$ cat config.mk
export PLATFORM = sky130hd
export DESIGN_NAME = eqs_sweep_ctrl
export DESIGN_NICKNAME = d
export VERILOG_FILES = /design/src/rtl/eqs_pkg.sv /design/src/rtl/eqs_window.sv /design/src/rtl/eqs_meter.sv /design/src/rtl/eqs_best.sv /design/src/rtl/eqs_sweep_ctrl.sv
export SDC_FILE = /design/constraint.sdc
export NUM_CORES = 1
export LEC_CHECK = 0
export BUFFER_PORTS_ARGS = -buffer_cell sky130_fd_sc_hd__clkbuf_2
export CAP_MARGIN = 20
export CORE_ASPECT_RATIO = 0.9
export CORE_MARGIN = 3
export CORE_UTILIZATION = 57
export DETAILED_ROUTE_END_ITERATION = 16
export MAX_ROUTING_LAYER = met4
export PLACE_DENSITY_LB_ADDON = 0.1
export RECOVER_POWER = 100
export SLEW_MARGIN = 20
export SYNTH_ARGS = -nofsm -noshare
export SYNTH_HDL_FRONTEND = slang
export SYNTH_SLANG_ARGS = --single-unit
$ cat constraint.sdc
create_clock -name clk -period 6.38 [get_ports clk]
set_input_delay 0.319 -clock clk [delete_from_list [all_inputs] [get_ports clk]]
set_output_delay 0.319 -clock clk [all_outputs]
set_load 0.02 [all_outputs]
$ cat src/rtl/eqs_pkg.sv
package eqs_pkg;
  typedef enum logic [1:0] {
    PH_INIT   = 2'd0,
    PH_PRESET = 2'd1,
    PH_MAIN   = 2'd2,
    PH_PRPO   = 2'd3
  } phase_e;

  typedef enum logic [1:0] {
    ST_IDLE = 2'd0,
    ST_MEAS = 2'd1,
    ST_EVAL = 2'd2
  } state_e;

  function automatic logic [4:0] hyst_margin(input logic [2:0] code);
    case (code)
      3'd5:    return 5'd8;
      3'd6,
      3'd7:    return 5'd16;
      default: return {2'b00, code};
    endcase
  endfunction
endpackage

$ cat src/rtl/eqs_window.sv
module eqs_window #(
  parameter int FR_W  = 10,
  parameter int WIN_W = 32
) (
  input  logic [FR_W-1:0]  frames,
  input  logic [FR_W-1:0]  kframes,
  input  logic [FR_W-1:0]  mframes,
  output logic [WIN_W-1:0] win_len
);
  localparam logic [WIN_W-1:0] KILO = WIN_W'(1000);
  localparam logic [WIN_W-1:0] MEGA = WIN_W'(1000000);

  always_comb begin
    if (kframes == '0) begin
      win_len = (frames == '0) ? WIN_W'(1) : WIN_W'(frames);
    end else begin
      win_len = WIN_W'(kframes) * KILO + WIN_W'(mframes) * MEGA;
    end
  end
endmodule

$ cat src/rtl/eqs_meter.sv
module eqs_meter #(
  parameter int WIN_W = 32,
  parameter int ERR_W = 8
) (
  input  logic             clk,
  input  logic             rst_n,
  input  logic             clr,
  input  logic             en,
  input  logic             frame_tick,
  input  logic             err_inc,
  input  logic [WIN_W-1:0] win_len,
  output logic [ERR_W-1:0] err_cnt,
  output logic             win_end
);
  localparam logic [ERR_W-1:0] ERR_MAX = '1;

  logic [WIN_W-1:0] frames_q;

  assign win_end = en && frame_tick && (frames_q == win_len - WIN_W'(1));

  always_ff @(posedge clk) begin
    if (!rst_n || clr) begin
      frames_q <= '0;
      err_cnt  <= '0;
    end else if (en) begin
      if (frame_tick) frames_q <= frames_q + WIN_W'(1);
      if (err_inc && err_cnt != ERR_MAX) err_cnt <= err_cnt + ERR_W'(1);
    end
  end

  assert_err_monotonic_R3: assert property (@(posedge clk) disable iff (!rst_n)
    !clr |=> err_cnt >= $past(err_cnt));
  assert_err_saturate_R3: assert property (@(posedge clk) disable iff (!rst_n)
    (!clr && err_cnt == ERR_MAX) |=> err_cnt == ERR_MAX);
endmodule

$ cat src/rtl/eqs_best.sv
module eqs_best #(
  parameter int ERR_W = 8
) (
  input  logic             clk,
  input  logic             rst_n,
  input  logic             eval,
  input  logic             first,
  input  logic [5:0]       cand_tap,
  input  logic [ERR_W-1:0] cand_errs,
  input  logic [4:0]       margin,
  output logic             take,
  output logic [5:0]       best_tap,
  output logic [ERR_W-1:0] best_errs
);
  localparam int CW = ERR_W + 6;

  logic [CW-1:0] lhs;
  logic [CW-1:0] rhs;

  assign lhs  = CW'(cand_errs) + CW'(margin);
  assign rhs  = CW'(best_errs);
  assign take = first || (lhs < rhs);

  always_ff @(posedge clk) begin
    if (!rst_n) begin
      best_tap  <= '0;
      best_errs <= '0;
    end else if (eval && take) begin
      best_tap  <= cand_tap;
      best_errs <= cand_errs;
    end
  end

  assert_best_no_worse_R4: assert property (@(posedge clk) disable iff (!rst_n)
    (eval && !first) |=> best_errs <= $past(best_errs));
endmodule

$ cat src/rtl/eqs_sweep_ctrl.sv
module eqs_sweep_ctrl
  import eqs_pkg::*;
#(
  parameter int ERR_W       = 8,
  parameter int WIN_W       = 32,
  parameter int ERR_LIMIT   = 16,
  parameter int MAXWAIT_CYC = 1000000
) (
  input  logic             clk,
  input  logic             rst_n,
  input  logic             start,
  input  logic             frame_tick,
  input  logic             err_inc,
  input  logic             cfg_quick,
  input  logic             cfg_multi_min,
  input  logic             cfg_strict,
  input  logic             cfg_wait_dis,
  input  logic [2:0]       cfg_hyst,
  input  logic [3:0]       cfg_main_steps,
  input  logic [3:0]       cfg_prpo_steps,
  input  logic [9:0]       cfg_win_frames,
  input  logic [9:0]       cfg_win_kframes,
  input  logic [9:0]       cfg_win_mframes,
  output logic             busy,
  output logic [5:0]       tap_req,
  output logic             done,
  output logic [5:0]       best_tap,
  output logic [ERR_W-1:0] best_errs,
  output logic             train_fail,
  output logic             excess_err
);
  localparam int MW_W = $clog2(MAXWAIT_CYC + 1);
  localparam logic [MW_W-1:0]  WAIT_LAST = MW_W'(MAXWAIT_CYC - 1);
  localparam logic [ERR_W-1:0] LIMIT_V   = ERR_W'(ERR_LIMIT);

  state_e           state_q;
  phase_e           phase_q, phase_n;
  logic [3:0]       step_q, step_n;
  logic             first_q, last_c, stop_early, finish, accept, abort;
  logic             quick_q, multi_q, strict_q, wait_dis_q;
  logic [4:0]       margin_q;
  logic [3:0]       main_q, prpo_q;
  logic [WIN_W-1:0] win_c, win_q;
  logic [MW_W-1:0]  wcnt_q;
  logic [ERR_W-1:0] meas_errs, prev_errs, fin_best;
  logic             win_end, take;

  assign busy    = (state_q != ST_IDLE);
  assign tap_req = {phase_q, step_q};
  assign accept  = start && !busy;
  assign abort   = busy && !wait_dis_q && (wcnt_q == WAIT_LAST);

  eqs_window #(.FR_W(10), .WIN_W(WIN_W)) u_window (
    .frames (cfg_win_frames),
    .kframes(cfg_win_kframes),
    .mframes(cfg_win_mframes),
    .win_len(win_c)
  );

  eqs_meter #(.WIN_W(WIN_W), .ERR_W(ERR_W)) u_meter (
    .clk       (clk),
    .rst_n     (rst_n),
    .clr       (accept || state_q == ST_EVAL),
    .en        (state_q == ST_MEAS),
    .frame_tick(frame_tick),
    .err_inc   (err_inc),
    .win_len   (win_q),
    .err_cnt   (meas_errs),
    .win_end   (win_end)
  );

  eqs_best #(.ERR_W(ERR_W)) u_best (
    .clk      (clk),
    .rst_n    (rst_n),
    .eval     (state_q == ST_EVAL),
    .first    (first_q),
    .cand_tap (tap_req),
    .cand_errs(meas_errs),
    .margin   (margin_q),
    .take     (take),
    .best_tap (best_tap),
    .best_errs(best_errs)
  );

  // Next candidate in the sweep order
  always_comb begin
    phase_n = phase_q;
    step_n  = step_q;
    last_c  = 1'b0;
    case (phase_q)
      PH_INIT: begin
        phase_n = PH_PRESET;
        step_n  = 4'd0;
      end
      PH_PRESET: begin
        if (quick_q || (main_q == 4'd0 && prpo_q == 4'd0)) begin
          last_c = 1'b1;
        end else if (main_q != 4'd0) begin
          phase_n = PH_MAIN;
          step_n  = 4'd1;
        end else begin
          phase_n = PH_PRPO;
          step_n  = 4'd1;
        end
      end
      PH_MAIN: begin
        if (step_q != main_q) begin
          step_n = step_q + 4'd1;
        end else if (prpo_q != 4'd0) begin
          phase_n = PH_PRPO;
          step_n  = 4'd1;
        end else begin
          last_c = 1'b1;
        end
      end
      default: begin
        if (step_q != prpo_q) step_n = step_q + 4'd1;
        else                  last_c = 1'b1;
      end
    endcase
  end

  assign stop_early = !multi_q && !first_q && (meas_errs > prev_errs);
  assign finish     = last_c || stop_early;
  assign fin_best   = take ? meas_errs : best_errs;

  always_ff @(posedge clk) begin
    if (!rst_n) begin
      state_q    <= ST_IDLE;
      phase_q    <= PH_INIT;
      step_q     <= '0;
      first_q    <= 1'b0;
      prev_errs  <= '0;
      wcnt_q     <= '0;
      done       <= 1'b0;
      train_fail <= 1'b0;
      excess_err <= 1'b0;
      quick_q    <= 1'b0;
      multi_q    <= 1'b0;
      strict_q   <= 1'b0;
      wait_dis_q <= 1'b0;
      margin_q   <= '0;
      main_q     <= '0;
      prpo_q     <= '0;
      win_q      <= WIN_W'(1);
    end else if (accept) begin
      state_q    <= ST_MEAS;
      phase_q    <= PH_INIT;
      step_q     <= '0;
      first_q    <= 1'b1;
      wcnt_q     <= '0;
      done       <= 1'b0;
      train_fail <= 1'b0;
      excess_err <= 1'b0;
      quick_q    <= cfg_quick;
      multi_q    <= cfg_multi_min;
      strict_q   <= cfg_strict;
      wait_dis_q <= cfg_wait_dis;
      margin_q   <= hyst_margin(cfg_hyst);
      main_q     <= cfg_main_steps;
      prpo_q     <= cfg_prpo_steps;
      win_q      <= win_c;
    end else if (busy) begin
      if (!wait_dis_q) wcnt_q <= wcnt_q + MW_W'(1);
      if (abort) begin
        state_q    <= ST_IDLE;
        done       <= 1'b1;
        train_fail <= 1'b1;
      end else if (state_q == ST_MEAS) begin
        if (win_end) state_q <= ST_EVAL;
      end else begin
        prev_errs <= meas_errs;
        first_q   <= 1'b0;
        if (finish) begin
          state_q    <= ST_IDLE;
          done       <= 1'b1;
          train_fail <= strict_q && (meas_errs != '0);
          excess_err <= fin_best > LIMIT_V;
        end else begin
          state_q <= ST_MEAS;
          phase_q <= phase_n;
          step_q  <= step_n;
        end
      end
    end
  end

  assert_done_not_busy_R10: assert property (@(posedge clk) disable iff (!rst_n)
    busy |-> !done);
  assert_fail_needs_done_R7: assert property (@(posedge clk) disable iff (!rst_n)
    train_fail |-> done);
  assert_tap_stable_R1: assert property (@(posedge clk) disable iff (!rst_n)
    (state_q == ST_MEAS && !win_end && !abort) |=> $stable(tap_req));
  assert_quick_pair_R5: assert property (@(posedge clk) disable iff (!rst_n)
    (busy && quick_q) |-> !tap_req[5]);
  assert_wait_bound_R8: assert property (@(posedge clk) disable iff (!rst_n)
    (busy && !wait_dis_q) |-> wcnt_q <= WAIT_LAST);
  assert_win_nonzero_R2: assert property (@(posedge clk) disable iff (!rst_n)
    busy |-> win_q != '0);
endmodule

==> impl_metrics.tcl <==
set metrics [dict create \
    status "finished with violations" \
    violations "max-capacitance violations, max-slew violations" \
    powerDensity_mw_per_mm2 391 \
    netlist_instances 1518 \
    final_cells 1876 \
    area_growth_pct 9.23 \
    p_int_uw 3080 \
    grt_pass1_wl_um 45300 \
    slew-limit-headroom_pct -23.7 \
    postRouteAntennaNets 0 \
    met2WireLength_um 12300 \
    core_mm2 0.0217 \
    cap_violations 2 \
    grt_pass1_vias 9907 \
    cts_sinks 142 \
    yosysMostFrequentCell "inv_1" \
    syn_area_mm2 0.0126 \
    dp_cells 1844 \
    r2r_cells 12 \
    synth-xor-area-share_pct 10.7 \
    port_buffers 73 \
    rsz0062_at_grt "no" \
    layout.nets 1842 \
    clk_path_buf_depth 2 \
    firstDrtPassIters 5 \
    synth_commonest_cells "inv_1, ha_1, dfxtp_1" \
    gp_congestion 0.841 \
    ir_drop_mv 0.261 \
    synthMuxAreaShare_pct 1.13 \
    synth_compound_area_share_pct 14.0 \
    drive_gt1_share_pct 6.56 \
    yosys.area.top_type "dfxtp_1" \
    whs_ns 0.125 \
    hold_end "strict_q" \
    ys_types 76 \
    worstReg2RegStart "u_meter.err_cnt[0]" \
    multiInputGateArea_mm2 0.00895 \
    worstPathArrival_ns 6.13 \
    clkSlewWorstSetupHoldPaths_ns 0.06 \
    min_path_type "in -> reg" \
    post-dp-hpwl_um 20500 \
    power.switching_uw 2310 \
    cts-root-buf "clkbuf_16" \
    crit_path_start_kind "primary input" \
    wl_met3_um 1030 \
    setup_slack_ns 0.540 \
    post_drt_via_cell_ratio 5.51 \
    hold_path_depth 3 \
    fp-row-count 51 \
    ys_seq_area_share_pct 22.5 \
    grt_max_degree 56 \
    reg2reg_slack_ns 2.74 \
    switching_share_pct 42.9 \
    critPathCaptureType "flip-flop" \
    post_drt_wl_per_cell_um 13.9 \
    synthFlopType "dfxtp_1" \
    p_comb_share_pct 62.7 \
    synth_fa_ha_area_share_pct 25.1 \
    share_seq_of_total_power_pct 18.7 \
    synth_edf_count 0 \
    syn_avg_cell_area_um2 8.32 \
    numCtsBuffers 17 \
    nFillCells 1922 \
    drt_iter0_drc 539 \
    synth_top_family_by_area "adder cells" \
    highest-signal-layer "met4" \
    cts_hold_buf 0 \
    grt_antenna_before_repair 0 \
    period_share_pct 91.5 \
    cts_max_level 4 \
    yosysTopAreaCellShare_pct 22.5 \
    die_h_um 147 \
    insertion_delay_ns 0.43 \
    grt_overflow_total 0 \
    synth-seq-cells 142 \
    hold_path_startpoint "cfg_strict" \
    timing.rr.end "u_best.best_tap[5]" \
    setup_violations 0 \
    wl_met1_um 12300 \
    fin_tns_setup_ns 0 \
    synth-simple-area-share_pct 20.0 \
    slew_violations 77 \
    synth_nets 1787 \
    synthTopCellsByArea "dfxtp_1, ha_1, fa_1" \
    grt_usage_pct 23.1 \
    fin_skew_ns 0.00773 \
    tightest_slew_ns 1.86 \
    finalHoldViolations 0 \
    drc 0 \
    async_flop_share_pct 0 \
    crit_type "in -> reg" \
    required_ns 6.67 \
    cts_tree "yes" \
    diodes 0 \
    p_clk_share_pct 18.6 \
    period_needed_ns 5.84 \
    die_w_um 163 \
    io_pins 74 \
    die_area_mm2 0.0240 \
    vias 10300 \
    fmax_mhz 171 \
    pre_cts_ws_ns 0.0264 \
    yosysWarnings 0 \
    seq_area_mm2 0.00284 \
    p_leak_uw 0.00615 \
    initial_utilization_pct 58.2 \
    wirelength_um 26200 \
    crit_fanout 5 \
]
-- layout by cell type (no fill, tap or decap), drive strengths merged, types with 4 or more instances in the layout --
cell     instances
inv            172
ha             162
dfxtp          142
nand2          126
nor2           120
clkbuf         104
xnor2           82
xor2            72
o21ai           71
a21oi           65
fa              57
nand3           52
nor3            43
a21boi          35
and3            26
nand4           20
nor4            18
or3             17
nor2b           16
a21o            15
and2            14
nand2b          12
mux2i           12
a31oi           10
a211oi           9
o21a             8
o211a            7
nand3b           7
a2111oi          6
o31a             5
or4              5
buf              5
o211ai           4
or2              4
and4             4
or4b             4
-- metal layers --
metal	GRT usage, %	up-vias
met5	-	-
met4	6.51	0
met3	3.33	38
met2	38.9	200
met1	28.9	4795
li1	-	5310
-- worst max path at each step --
stage / slack (ns) / cells past startpoint / start / endpoint
3_5_place_dp: 0.03 / 23 / cfg_win_kframes[1] / win_q[29]
5_1_grt: 0.05 / 26 / cfg_win_kframes[0] / win_q[27]
2_1_floorplan: 0.43 / 23 / cfg_win_kframes[0] / win_q[29]
4_1_cts: 0.46 / 23 / cfg_win_kframes[1] / win_q[29]
6_report: 0.54 / 23 / cfg_win_kframes[1] / win_q[27]
3_3_place_gp: 0.15 / 23 / cfg_win_kframes[1] / win_q[29]
-- timing repair --
action / 4_1_cts / 5_1_grt
resized for setup: 0 / 3
buffers inserted: 0 / 1
endpoints found under the setup margin: 0 / 3
hold endpoints to repair: 0 / 0
-- per-stage QoR --
step	utilization, %	power, µW	area [µm²]
6_report	63.6	5400	13800
5_1_grt	63.6	5950	13800
4_1_cts	63.8	5420	13800
3_5_place_dp	61.0	4380	13200
3_3_place_gp	61.0	4320	13200
2_1_floorplan	-	3750	12600
-- logic make-up after synthesis --
family,count (synthesis)
AO/OA/AOI/OAI,271
adder cells (fa/ha/maj),219
AND/OR/NAND/NOR,498
multiplexers,14
XOR/XNOR,154
buffers and inverters,220
flip-flops,142
-- critical path, cell delays in order --
cell and delay, ns:
clkbuf_2 0.13, fa_1 0.52, fa_1 0.52, inv_1 0.05, fa_1 0.47, fa_1 0.51, inv_1 0.04, ha_1 0.32
o21ai_0 0.12, a21boi_0 0.15, o21ai_0 0.27, a21boi_1 0.13, o21ai_0 0.22, nor2b_1 0.19, xnor2_1 0.09, ha_1 0.36
inv_1 0.07, o31ai_2 0.29, a2111oi_0 0.14, or4b_2 0.78, nor3_1 0.22, xnor2_1 0.14, o21ai_0 0.08
-- registers in the layout, indices dropped and copies added (netlist names), 2 cells and up --
register	flops
prev_errs	8
phase_q	2
win_q	31
u_meter.frames_q	32
margin_q	5
u_best.best_tap	6
step_q	4
state_q	2
wcnt_q	20
main_q	4
u_best.best_errs	8
prpo_q	4
u_meter.err_cnt	8
-- power groups by stage --
stage | Combinational (µW) | Clock, µW | Sequential (µW)
floorplan | 2740 | 0 | 1010
CTS | 3390 | 1020 | 1010
global placement | 3290 | 0 | 1030
finish | 3380 | 1000 | 1010
global route | 3870 | 1060 | 1020
detailed placement | 3360 | 0 | 1030
-- cell type report --
cell class / count / share of cell area [%]
timing repair buffer: 84 / 2.87
inverter: 172 / 4.68
clock buffer: 25 / 3.52
multi-input combinational: 1156 / 64.9
clock inverter: 6 / 0.780
sequential: 142 / 20.6
tap: 291 / 2.64
Power figures use the tool's default switching activity.
